[src/rtl/irq_seq_pkg.sv]
// Shared constants and types for the interrupt entry sequencer.
// Assumes the 8-bit data / 16-bit address organisation of the 6502 family.
package irq_seq_pkg;
    localparam int AW = 16;
    localparam int BW = 8;

    // One value per bus cycle of the entry; the order is the bus order.
    typedef enum logic [2:0] {
        ST_FETCH0   = 3'd0,
        ST_FETCH1   = 3'd1,
        ST_PUSH_PCH = 3'd2,
        ST_PUSH_PCL = 3'd3,
        ST_PUSH_SR  = 3'd4,
        ST_VEC_LO   = 3'd5,
        ST_VEC_HI   = 3'd6
    } step_e;

    // Core state captured when an entry is accepted.
    typedef struct packed {
        logic [AW-1:0] pc;
        logic [BW-1:0] sp;
        logic [BW-1:0] sr;
        logic          is_nmi;
    } snap_t;
endpackage

[src/rtl/irq_req_capture.sv]
// Request capture and priority.
// Latches a falling edge on nmi_n as a pending request and clears it when
// that request is taken. irq_n is level-sensitive and is gated by the
// interrupt-disable flag. A pending NMI outranks IRQ.
// Assumes nmi_n and irq_n are already synchronous to clk.
module irq_req_capture (
    input  logic clk,
    input  logic rst_n,
    input  logic nmi_n,
    input  logic irq_n,
    input  logic i_flag_i,
    input  logic take_i,
    output logic req_o,
    output logic sel_nmi_o
);
    logic nmi_q;
    logic pend_q;
    logic fall;
    logic irq_ok;

    assign fall = nmi_q && !nmi_n;

    // Track the previous nmi_n level and the pending flag (a new edge wins over a clear).
    always_ff @(posedge clk) begin
        if (!rst_n) begin
            nmi_q  <= 1'b1;
            pend_q <= 1'b0;
        end else begin
            nmi_q <= nmi_n;
            if (fall)
                pend_q <= 1'b1;
            else if (take_i && sel_nmi_o)
                pend_q <= 1'b0;
        end
    end

    // Decide which request is presented to the sequencer.
    always_comb begin
        irq_ok    = !irq_n && !i_flag_i;
        sel_nmi_o = pend_q;
        req_o     = pend_q || irq_ok;
    end


    // pending edge request drops only when it is taken
    nmi_clear_chk: assert property (@(posedge clk) disable iff (!rst_n)
        $fell(pend_q) |-> $past(take_i && sel_nmi_o));
endmodule

[src/rtl/irq_step_ctr.sv]
// Cycle counter for the entry.
// A start pulse moves the block from idle to step 0. It then advances one step
// per clock and returns to idle after the last step.
// Assumes start_i is raised only while the block is idle.
module irq_step_ctr
    import irq_seq_pkg::*;
(
    input  logic  clk,
    input  logic  rst_n,
    input  logic  start_i,
    output logic  busy_o,
    output step_e step_o
);
    logic  busy_q;
    step_e step_q;

    // Advance the step while busy; leave busy after the last step.
    always_ff @(posedge clk) begin
        if (!rst_n) begin
            busy_q <= 1'b0;
            step_q <= ST_FETCH0;
        end else if (start_i && !busy_q) begin
            busy_q <= 1'b1;
            step_q <= ST_FETCH0;
        end else if (busy_q) begin
            if (step_q == ST_VEC_HI) begin
                busy_q <= 1'b0;
                step_q <= ST_FETCH0;
            end else begin
                step_q <= step_e'(step_q + 3'd1);
            end
        end
    end

    assign busy_o = busy_q;
    assign step_o = step_q;


    // steps advance by one per cycle without skipping
    step_inc_chk: assert property (@(posedge clk) disable iff (!rst_n)
        (busy_q && step_q != ST_VEC_HI) |=>
        (busy_q && (3'(step_q) == 3'($past(step_q)) + 3'd1)));
endmodule

[src/rtl/irq_bus_mux.sv]
// Bus driver for the entry.
// Maps the current step and the captured state onto the address, write data,
// read-not-write and sync outputs. Purely combinational.
// Assumes snap_i is stable for the whole entry.
module irq_bus_mux
    import irq_seq_pkg::*;
#(
    parameter logic [BW-1:0] STACK_PAGE = 8'h01,
    parameter logic [AW-1:0] NMI_VEC    = 16'hFFFA,
    parameter logic [AW-1:0] IRQ_VEC    = 16'hFFFE,
    parameter int            B_BIT      = 4,
    parameter int            U_BIT      = 5
) (
    input  logic          busy_i,
    input  step_e         step_i,
    input  snap_t         snap_i,
    output logic [AW-1:0] addr_o,
    output logic [BW-1:0] dout_o,
    output logic          rnw_o,
    output logic          sync_o
);
    logic [AW-1:0] vec_base;
    logic [BW-1:0] push_sr;

    // Select the vector and form the status byte that goes on the stack.
    always_comb begin
        vec_base = snap_i.is_nmi ? NMI_VEC : IRQ_VEC;
        push_sr  = snap_i.sr;
        push_sr[B_BIT] = 1'b0;
        push_sr[U_BIT] = 1'b1;
    end

    // Drive the bus for the active step; idle leaves a quiet read at address 0.
    always_comb begin
        addr_o = '0;
        dout_o = '0;
        rnw_o  = 1'b1;
        sync_o = 1'b0;
        if (busy_i) begin
            unique case (step_i)
                ST_FETCH0: begin
                    addr_o = snap_i.pc;
                    sync_o = 1'b1;
                end
                ST_FETCH1:   addr_o = snap_i.pc + 16'd1;
                ST_PUSH_PCH: begin
                    addr_o = {STACK_PAGE, snap_i.sp};
                    dout_o = snap_i.pc[AW-1:BW];
                    rnw_o  = 1'b0;
                end
                ST_PUSH_PCL: begin
                    addr_o = {STACK_PAGE, snap_i.sp - 8'd1};
                    dout_o = snap_i.pc[BW-1:0];
                    rnw_o  = 1'b0;
                end
                ST_PUSH_SR: begin
                    addr_o = {STACK_PAGE, snap_i.sp - 8'd2};
                    dout_o = push_sr;
                    rnw_o  = 1'b0;
                end
                ST_VEC_LO:   addr_o = vec_base;
                ST_VEC_HI:   addr_o = vec_base + 16'd1;
                default:     addr_o = '0;
            endcase
        end
    end
endmodule

[src/rtl/irq_entry_seq.sv]
// Top of the interrupt entry sequencer.
// When begin_i is high at an instruction boundary and a request is present,
// it captures PC/SP/status and runs the 7-cycle entry: aborted fetch, three
// pushes, vector read. It then holds the handler PC, the new SP and the new status.
// Assumes the core keeps pc_i/sp_i/sr_i valid on the begin_i edge.
module irq_entry_seq
    import irq_seq_pkg::*;
#(
    parameter logic [BW-1:0] STACK_PAGE = 8'h01,
    parameter logic [AW-1:0] NMI_VEC    = 16'hFFFA,
    parameter logic [AW-1:0] IRQ_VEC    = 16'hFFFE,
    parameter int            I_BIT      = 2,
    parameter int            D_BIT      = 3,
    parameter int            B_BIT      = 4,
    parameter int            U_BIT      = 5
) (
    input  logic          clk,
    input  logic          rst_n,
    input  logic          begin_i,
    input  logic [AW-1:0] pc_i,
    input  logic [BW-1:0] sr_i,
    input  logic [BW-1:0] sp_i,
    input  logic          nmi_n,
    input  logic          irq_n,
    input  logic [BW-1:0] din_i,
    output logic [AW-1:0] addr_o,
    output logic [BW-1:0] dout_o,
    output logic          rnw_o,
    output logic          sync_o,
    output logic          busy_o,
    output logic          done_o,
    output logic [AW-1:0] pc_o,
    output logic [BW-1:0] sp_o,
    output logic [BW-1:0] sr_o
);
    localparam logic [BW-1:0] PUSH_COUNT = 8'd3;

    logic          req;
    logic          sel_nmi;
    logic          accept;
    logic          busy;
    step_e         step;
    snap_t         snap_q;
    logic [BW-1:0] vlo_q;
    logic [AW-1:0] pc_q;
    logic [BW-1:0] sp_q;
    logic [BW-1:0] sr_q;

    assign accept = begin_i && !busy && req;

    irq_req_capture u_req (
        .clk       (clk),
        .rst_n     (rst_n),
        .nmi_n     (nmi_n),
        .irq_n     (irq_n),
        .i_flag_i  (sr_i[I_BIT]),
        .take_i    (accept),
        .req_o     (req),
        .sel_nmi_o (sel_nmi)
    );

    irq_step_ctr u_ctr (
        .clk     (clk),
        .rst_n   (rst_n),
        .start_i (accept),
        .busy_o  (busy),
        .step_o  (step)
    );

    irq_bus_mux #(
        .STACK_PAGE (STACK_PAGE),
        .NMI_VEC    (NMI_VEC),
        .IRQ_VEC    (IRQ_VEC),
        .B_BIT      (B_BIT),
        .U_BIT      (U_BIT)
    ) u_bus (
        .busy_i (busy),
        .step_i (step),
        .snap_i (snap_q),
        .addr_o (addr_o),
        .dout_o (dout_o),
        .rnw_o  (rnw_o),
        .sync_o (sync_o)
    );

    assign done_o = busy && (step == ST_VEC_HI);

    // Capture the core state on acceptance; record the vector low byte in step 5.
    always_ff @(posedge clk) begin
        if (!rst_n) begin
            snap_q <= '0;
            vlo_q  <= '0;
        end else begin
            if (accept) begin
                snap_q.pc     <= pc_i;
                snap_q.sp     <= sp_i;
                snap_q.sr     <= sr_i;
                snap_q.is_nmi <= sel_nmi;
            end
            if (busy && step == ST_VEC_LO)
                vlo_q <= din_i;
        end
    end

    // Load the post-entry PC, SP and status as the last cycle ends.
    always_ff @(posedge clk) begin
        if (!rst_n) begin
            pc_q <= '0;
            sp_q <= '0;
            sr_q <= '0;
        end else if (done_o) begin
            pc_q        <= {din_i, vlo_q};
            sp_q        <= snap_q.sp - PUSH_COUNT;
            sr_q        <= snap_q.sr;
            sr_q[I_BIT] <= 1'b1;
            sr_q[D_BIT] <= 1'b0;
        end
    end

    assign busy_o = busy;
    assign pc_o   = pc_q;
    assign sp_o   = sp_q;
    assign sr_o   = sr_q;


    // an entry starts only from a boundary pulse
    start_gate_chk: assert property (@(posedge clk) disable iff (!rst_n)
        $rose(busy) |-> $past(begin_i));


    // the last cycle is followed by idle
    done_end_chk: assert property (@(posedge clk) disable iff (!rst_n)
        done_o |=> !busy_o);


    // writes happen only inside an entry
    write_in_seq_chk: assert property (@(posedge clk) disable iff (!rst_n)
        !rnw_o |-> busy_o);


    // the fetch strobe lasts a single cycle and is a read
    sync_single_chk: assert property (@(posedge clk) disable iff (!rst_n)
        sync_o |-> (rnw_o ##1 !sync_o));
endmodule

[config.mk]
export PLATFORM = sky130hd
export DESIGN_NAME = irq_entry_seq
export DESIGN_NICKNAME = d
export VERILOG_FILES = /design/src/rtl/irq_seq_pkg.sv /design/src/rtl/irq_req_capture.sv /design/src/rtl/irq_step_ctr.sv /design/src/rtl/irq_bus_mux.sv /design/src/rtl/irq_entry_seq.sv
export SDC_FILE = /design/constraint.sdc
export NUM_CORES = 1
export LEC_CHECK = 0
export ABC_AREA = 1
export ABC_CLOCK_PERIOD_IN_PS = 2000
export BUFFER_PORTS_ARGS = -buffer_cell sky130_fd_sc_hd__buf_2
export CORE_MARGIN = 3
export CORE_UTILIZATION = 48
export CTS_CLUSTER_SIZE = 16
export DETAILED_ROUTE_END_ITERATION = 8
export PLACE_DENSITY_LB_ADDON = 0.05
export REMOVE_ABC_BUFFERS = 1
export SKIP_CTS_REPAIR_TIMING = 1
export SYNTH_ARGS = -nofsm -noshare
export SYNTH_HDL_FRONTEND = slang
export SYNTH_SLANG_ARGS = --single-unit
[constraint.sdc]
create_clock -name clk -period 2 [get_ports clk]
set_input_delay 0.3 -clock clk [delete_from_list [all_inputs] [get_ports clk]]
set_output_delay 0.3 -clock clk [all_outputs]
set_load 0.005 [all_outputs]
==> impl_metrics.toml, run 1 <==
[run_status]
status = "finished, violations left"
violations = "setup timing"

[worst_setup_path]
worstSetupStartpoint = "u_ctr.step_o[0]"
critPathMaxFanout = 6
endpoint_kind = "primary output"
rr_endpoint = "sp_o[6]"
r2r_start = "u_ctr.busy_o"
arrival_ns = 2.01
start_kind = "register"
critPathCapture = "addr_o[5]"
worstRegToRegCells = 6
rrSetupSlack_ns = 0.18
crit_required_ns = 1.70
critical_path_class = "reg -> out"

[place]
place.port_buffers = 103
gp_congestion = 0.9428
hpwlAfterDp_um = 9573
place_area_mm2 = 0.005025

[clocking]
clk_latency_ns = 0.35
ctsLongestPathBuffers = 2
numCtsBuffers = 9
htreeDepth = 3
cts-root-buf = "clkbuf_8"
clk_pin_slew_ns = 0.09
clkSinkCount = 78
cts_tree = "yes"

[timing]
finClkSkew_ns = 0.008770
fin_ws_ns = -0.3137
setup-tns-final_ns = -3.851
maxSlewViolCount = 0
rsz0062_at_grt = "yes"
fin_crit_ns = 2.314
hold_viol_final = 0
fmax_mhz = 432.2
finalSetupViolCount = 25
finalCritPeriodShare = 1.157

[power]
power.density_mw_per_mm2 = 631.8
cellLeakagePower_uw = 0.002588
ir_drop_mv = 0.5440

[final_layout]
area_delta_synth_final_pct = 33.11
drive_gt1_frac = 0.3342
fin_nets = 801
final_cell_mix = "103 x buf_2, 96 x nor2_1, 81 x nand2_1, 73 x dfxtp_1, 61 x inv_1"
final-seq-area_mm2 = 0.001573
fillCellCount = 769
final_area_mm2 = 0.005624
multi_input_area_mm2 = 0.002504
mostFrequentLayoutCell = "buf_2"
antennaDiodeCount = 0

[die]
ioPinCount = 105
die_w_um = 99.82
core_mm2 = 0.008382
start_util = 0.5041
die_h_um = 99.82
fp-row-count = 33
die_area_mm2 = 0.009964

[global_route]
gr-usage-met2 = 0.4248
grt.met1_usage = 0.3404
grt_pass1_vias = 4253
grt_max_degree = 34
met3_usage = 0.04795
antenna_found_initial = 0
grt.total_usage = 0.2535
top_usage_layer = "met2"
grt_overflow = 0
grt_pass1_wl_um = 20590

[route]
first_iter_violations = 292
post_drt_wl_per_cell_um = 15.12
route.detailed.drc = 0
vias = 4597
vias_per_cell = 5.352
wl_um = 12990
drtAntennaViolNets = 0
dr.pass1.iters = 5

[logic_synthesis]
ys.flop_type = "dfxtp_1"
yosysSeqAreaShare = 0.3696
synth_warnings = 0
syn_area_mm2 = 0.004225
synth_edf_count = 0
netlist_instances = 621
async_reset_ff_frac = 0
avgSynthCellArea_um2 = 6.804
ys_seq_elements = 78
yosys.cell_types.count = 40

[run]
maxCapViolations = 0

[worst_hold_path]
hp-class = "in -> reg"
[Yosys cell counts (3+ instances only)]
cell,count,area share
nor2_1,105,0.093
nand2_1,89,0.079
dfxtp_1,78,0.37
inv_1,66,0.059
o21ai_0,56,0.066
a21oi_1,47,0.056
nand3_1,38,0.045
a211oi_1,26,0.046
clkbuf_1,16,0.014
buf_2,10,0.012
o21ai_2,8,0.017
ha_1,7,0.021
o22ai_1,7,0.010
a31oi_1,5,0.0074
buf_4,5,0.0089
a221oi_1,4,0.0083
clkinv_1,4,0.0036
inv_2,4,0.0036
nand4_1,4,0.0059
nor2_2,4,0.0059
nor3_1,4,0.0047
o211ai_1,4,0.0071
o21ai_1,4,0.0047
nand2_4,3,0.0080
o21bai_1,3,0.0053
[layer usage]
| layer | part of all wire | wire, um | up-vias |
|---|---|---|---|
| met5 | 0 | 0 | - |
| met4 | 0.017 | 226 | 0 |
| met3 | 0.058 | 755 | 20 |
| met2 | 0.47 | 6123 | 148 |
| met1 | 0.45 | 5884 | 2100 |
| li1 | - | - | 2329 |
[report_power, final]
part           switching [uW]  internal (uW)  total, uW
Clock                     644            597       1240
Combinational             410            244        654
Sequential               48.5           1610       1660
[registers in the layout, summed over array words and instances, names as in the netlist]
| name | flops |
|---|---|
| u_req.sel_nmi_o | 1 |
| u_req.nmi_q | 1 |
| snap_q | 33 |
| sp_o | 8 |
| u_ctr.step_o | 3 |
| sr_o | 7 |
| u_ctr.busy_o | 1 |
| pc_o | 16 |
| vlo_q | 8 |
[through the flow]
step	utilization	power (uW)	setup WS [ns]	std cells	hold slack [ns]
2_1_floorplan	-	2021	-0.8037	588	0.4164
3_3_place_gp	0.5995	2260	0.03265	836	0.4318
3_5_place_dp	0.5995	2266	-0.03447	836	0.4407
4_1_cts	0.6238	3502	-0.4344	852	0.1414
5_1_grt	0.6710	3709	-0.4078	859	0.1559
6_report	0.6710	3553	-0.3137	859	0.1553
[final cells by class]
cell class	instances	area share
clock buffers	9	0.02202
clock inverters	7	0.01424
inverters	74	0.05273
multi-input cells	436	0.4452
flip-flops and latches	78	0.2796
well taps	105	0.02336
repair buffers	150	0.1628
[cells by family after synthesis]
| logic type | after synthesis | share of synthesized area |
|---|---|---|
| and+or+nand+nor | 258 | 0.2630 |
| xor gates and xnor gates | 1 | 0.002073 |
| other | 1 | 0.0008875 |
| AOI/OAI and AO/OA | 169 | 0.2378 |
| adders and majority gates | 7 | 0.02073 |
| buffers and inverters | 107 | 0.1060 |
| DFF | 78 | 0.3696 |
[worst min-delay path by stage]
| stage | from | to | slack [ns] | depth (start not counted) |
|---|---|---|---|---|
| 2_1_floorplan | nmi_n | u_req.nmi_q | 0.42 | 1 |
| 3_3_place_gp | u_req.nmi_q | u_req.sel_nmi_o | 0.43 | 2 |
| 3_5_place_dp | snap_q[3] | snap_q[3] | 0.44 | 2 |
| 4_1_cts | nmi_n | u_req.nmi_q | 0.14 | 2 |
| 5_1_grt | nmi_n | u_req.nmi_q | 0.16 | 2 |
| 6_report | nmi_n | u_req.nmi_q | 0.16 | 2 |
[worst max-delay path: stages (launching register included)]
cell	delay [ns]
dfxtp_2	0.34
buf_4	0.16
nand2_2	0.09
inv_2	0.07
ha_4	0.15
inv_6	0.05
o21ai_2	0.17
nand3_2	0.13
nor2_2	0.12
nor3_1	0.05
a21oi_1	0.18
buf_2	0.14
Power figures use the tool's default switching activity.
==> run 2: changes to the inputs <==
- ABC_AREA: 1 -> not set
- ABC_CLOCK_PERIOD_IN_PS: 2000 -> 2930
- CORE_UTILIZATION: 48 -> 51
- clock period: 2 -> 2.93 ns (I/O delays scaled with it)
==> run 2 against run 1 <==
Net effect: the flow now finishes without violations; synthesized cell count fell by 3.1%; cell area shrank 7.6%; highest routed layer unchanged; cell count is 8.0% lower; clock skew barely moved; worst setup slack better by 0.47 ns; power down 39%; via count shrank 3.1%.
==> impl_metrics.toml, run 2 <==
[final_layout]
final_cell_mix = "164 x nand2_1, 103 x buf_2, 78 x dfxtp_1, 61 x a21boi_0, 33 x nor2_1"
drive_gt1_frac = 0.2248
largest_reg_flops = 33
area_delta_synth_final_pct = 16.04
layout.cells.non_filler = 790
fin_nets = 732
top_register = "snap_q"
mostFrequentLayoutCell = "nand2_1"
antennaDiodeCount = 0

[clocking]
numCtsBuffers = 9
htreeDepth = 3
ctsLongestPathBuffers = 2
clkSinkCount = 78
clk_pin_slew_ns = 0.09
cts_tree = "yes"
cts-root-buf = "clkbuf_8"
clk_latency_ns = 0.36

[die]
fp-row-count = 33
die_h_um = 99.71
core_mm2 = 0.008382
ioPinCount = 105
start_util = 0.5343
die_area_mm2 = 0.009941
die_w_um = 99.71

[logic_synthesis]
yosysTopAreaCellShare = 0.3487
syn_area_mm2 = 0.004478
synth_warnings = 0
synthMostInstantiatedCell = "nand2_1"
ys.flop_type = "dfxtp_1"
synth_edf_count = 0
synth_area_leaders = "dfxtp_1 35%, nand2_1 14%, a21boi_0 10%"
synth_commonest_cells = "164 x nand2_1, 78 x dfxtp_1, 61 x a21boi_0, 34 x nor2_1, 31 x clkbuf_1"
synth_top_area_cell = "dfxtp_1"
async_reset_ff_frac = 0
yosysSeqAreaShare = 0.3487
yosys.cell_types.count = 65
netlist_instances = 602
ys_seq_elements = 78
avgSynthCellArea_um2 = 7.439

[timing]
fmax_mhz = 360.7
finClkSkew_ns = 0.008635
hold_viol_final = 0
setup-tns-final_ns = 0
rsz0062_at_grt = "no"
fin_ws_ns = 0.1574
worst_pin_slew_ns = 0.6256
maxSlewViolCount = 0
fin_crit_ns = 2.773
relSlewSlack = 0.5829
whs_ns = 0.2972
finalSetupViolCount = 0
finalCritPeriodShare = 0.9463

[worst_hold_path]
hp-class = "in -> reg"
hp-start = "nmi_n"
hold_end = "u_req.nmi_q"
hold_depth = 2

[worst_setup_path]
rr_endpoint = "sp_o[5]"
r2r_start = "snap_q[11]"
start_kind = "register"
cp_slowest_stage_delay_ns = 0.34
slowest_stage = "buf_4"
crit_required_ns = 2.49
cp_cell_sequence = "buf_4 > and2_1 > ha_1 > or2_2 > o31ai_1 > a41o_1 > o22ai_1 > buf_2"
critical_path_class = "reg -> out"
rrSetupSlack_ns = 0.96
endpoint_kind = "primary output"
worstRegToRegCells = 6
critPathMaxFanout = 38
arrival_ns = 2.33

[power]
cellLeakagePower_uw = 0.002145
ir_drop_mv = 0.2860
power.density_mw_per_mm2 = 418.2

[route]
wl_um = 12590
post_drt_wl_per_cell_um = 15.94
route.detailed.drc = 0
vias_per_cell = 5.639
first_iter_violations = 270
vias = 4455
dr.pass1.iters = 5
drtAntennaViolNets = 0

[place]
place_inst = 774
dpl_worst_slack_ns = 0.4797
hpwlAfterDp_um = 9062
place.port_buffers = 103
gp_congestion = 0.9316

[run_status]
status = "finished clean"

[global_route]
grt_pass1_wl_um = 20820
grt_max_degree = 45
antenna_found_initial = 0
grt.total_usage = 0.2585
grt_pass1_vias = 4249
grt_overflow = 0

[run]
maxCapViolations = 0
[run 2: power breakdown]
| group | internal, uW | leakage [uW] | switching [uW] |
|---|---|---|---|
| Combinational | 118 | 0.00142 | 146 |
| Clock | 327 | 0.0000903 | 451 |
| Sequential | 1090 | 0.000632 | 45.7 |
[run 2: routing by layer]
| metal | GRT usage | part of all wire | vias up |
|---|---|---|---|
| met1 | 0.3465 | 0.44 | 2060 |
| met5 | 0 | 0 | - |
| li1 | - | - | 2215 |
| met3 | 0.06662 | 0.074 | 18 |
| met4 | 0.06408 | 0.015 | 0 |
| met2 | 0.4156 | 0.47 | 162 |
[run 2: worst max-delay path by stage]
stage	cells past startpoint	end	startpoint
after global routing	9	addr_o[14]	u_ctr.step_o[2]
final	8	addr_o[7]	u_ctr.step_o[0]
after detailed placement	7	addr_o[7]	u_ctr.step_o[2]
after global placement	7	addr_o[2]	u_ctr.step_o[0]
after floorplan	6	addr_o[2]	u_ctr.step_o[0]
after CTS	7	addr_o[7]	u_ctr.step_o[2]
[run 2: through the flow]
step,total power (uW),cell area (um^2),utilization
2_1_floorplan,1298,4194,-
3_3_place_gp,1413,4997,0.5962
3_5_place_dp,1418,4997,0.5962
4_1_cts,2197,5185,0.6186
5_1_grt,2286,5196,0.6199
6_report,2173,5196,0.6199
[run 2: cells by family after synthesis]
kind of cell	Yosys count	share of synthesized area
AOI/OAI and AO/OA	172	0.2657
xor gates and xnor gates	12	0.02347
adders and majority gates	7	0.01956
buffers and inverters	64	0.07013
DFF	78	0.3487
muxes	6	0.01369
other	1	0.0008374
and+or+nand+nor	262	0.2579
[run 2: final cells by class]
type                            count  area [um^2]
Timing Repair Buffer              123        669.4
Multi-Input combinational cell    460         2616
Clock buffer                        9        123.9
Tap cell                          105        131.4
Clock inverter                      7        63.81
Inverter                            8        30.03
Sequential cell                    78         1562
Fill cell                         809         3186
[run 2: worst max-delay path: cells and delay by family (launching register included)]
| family | cells | cell delay, ns |
|---|---|---|
| compound gates | 3 | 0.46 |
| simple gates | 2 | 0.40 |
| buf+inv | 2 | 0.48 |
| fa+ha+maj | 1 | 0.32 |
| flops | 1 | 0.33 |
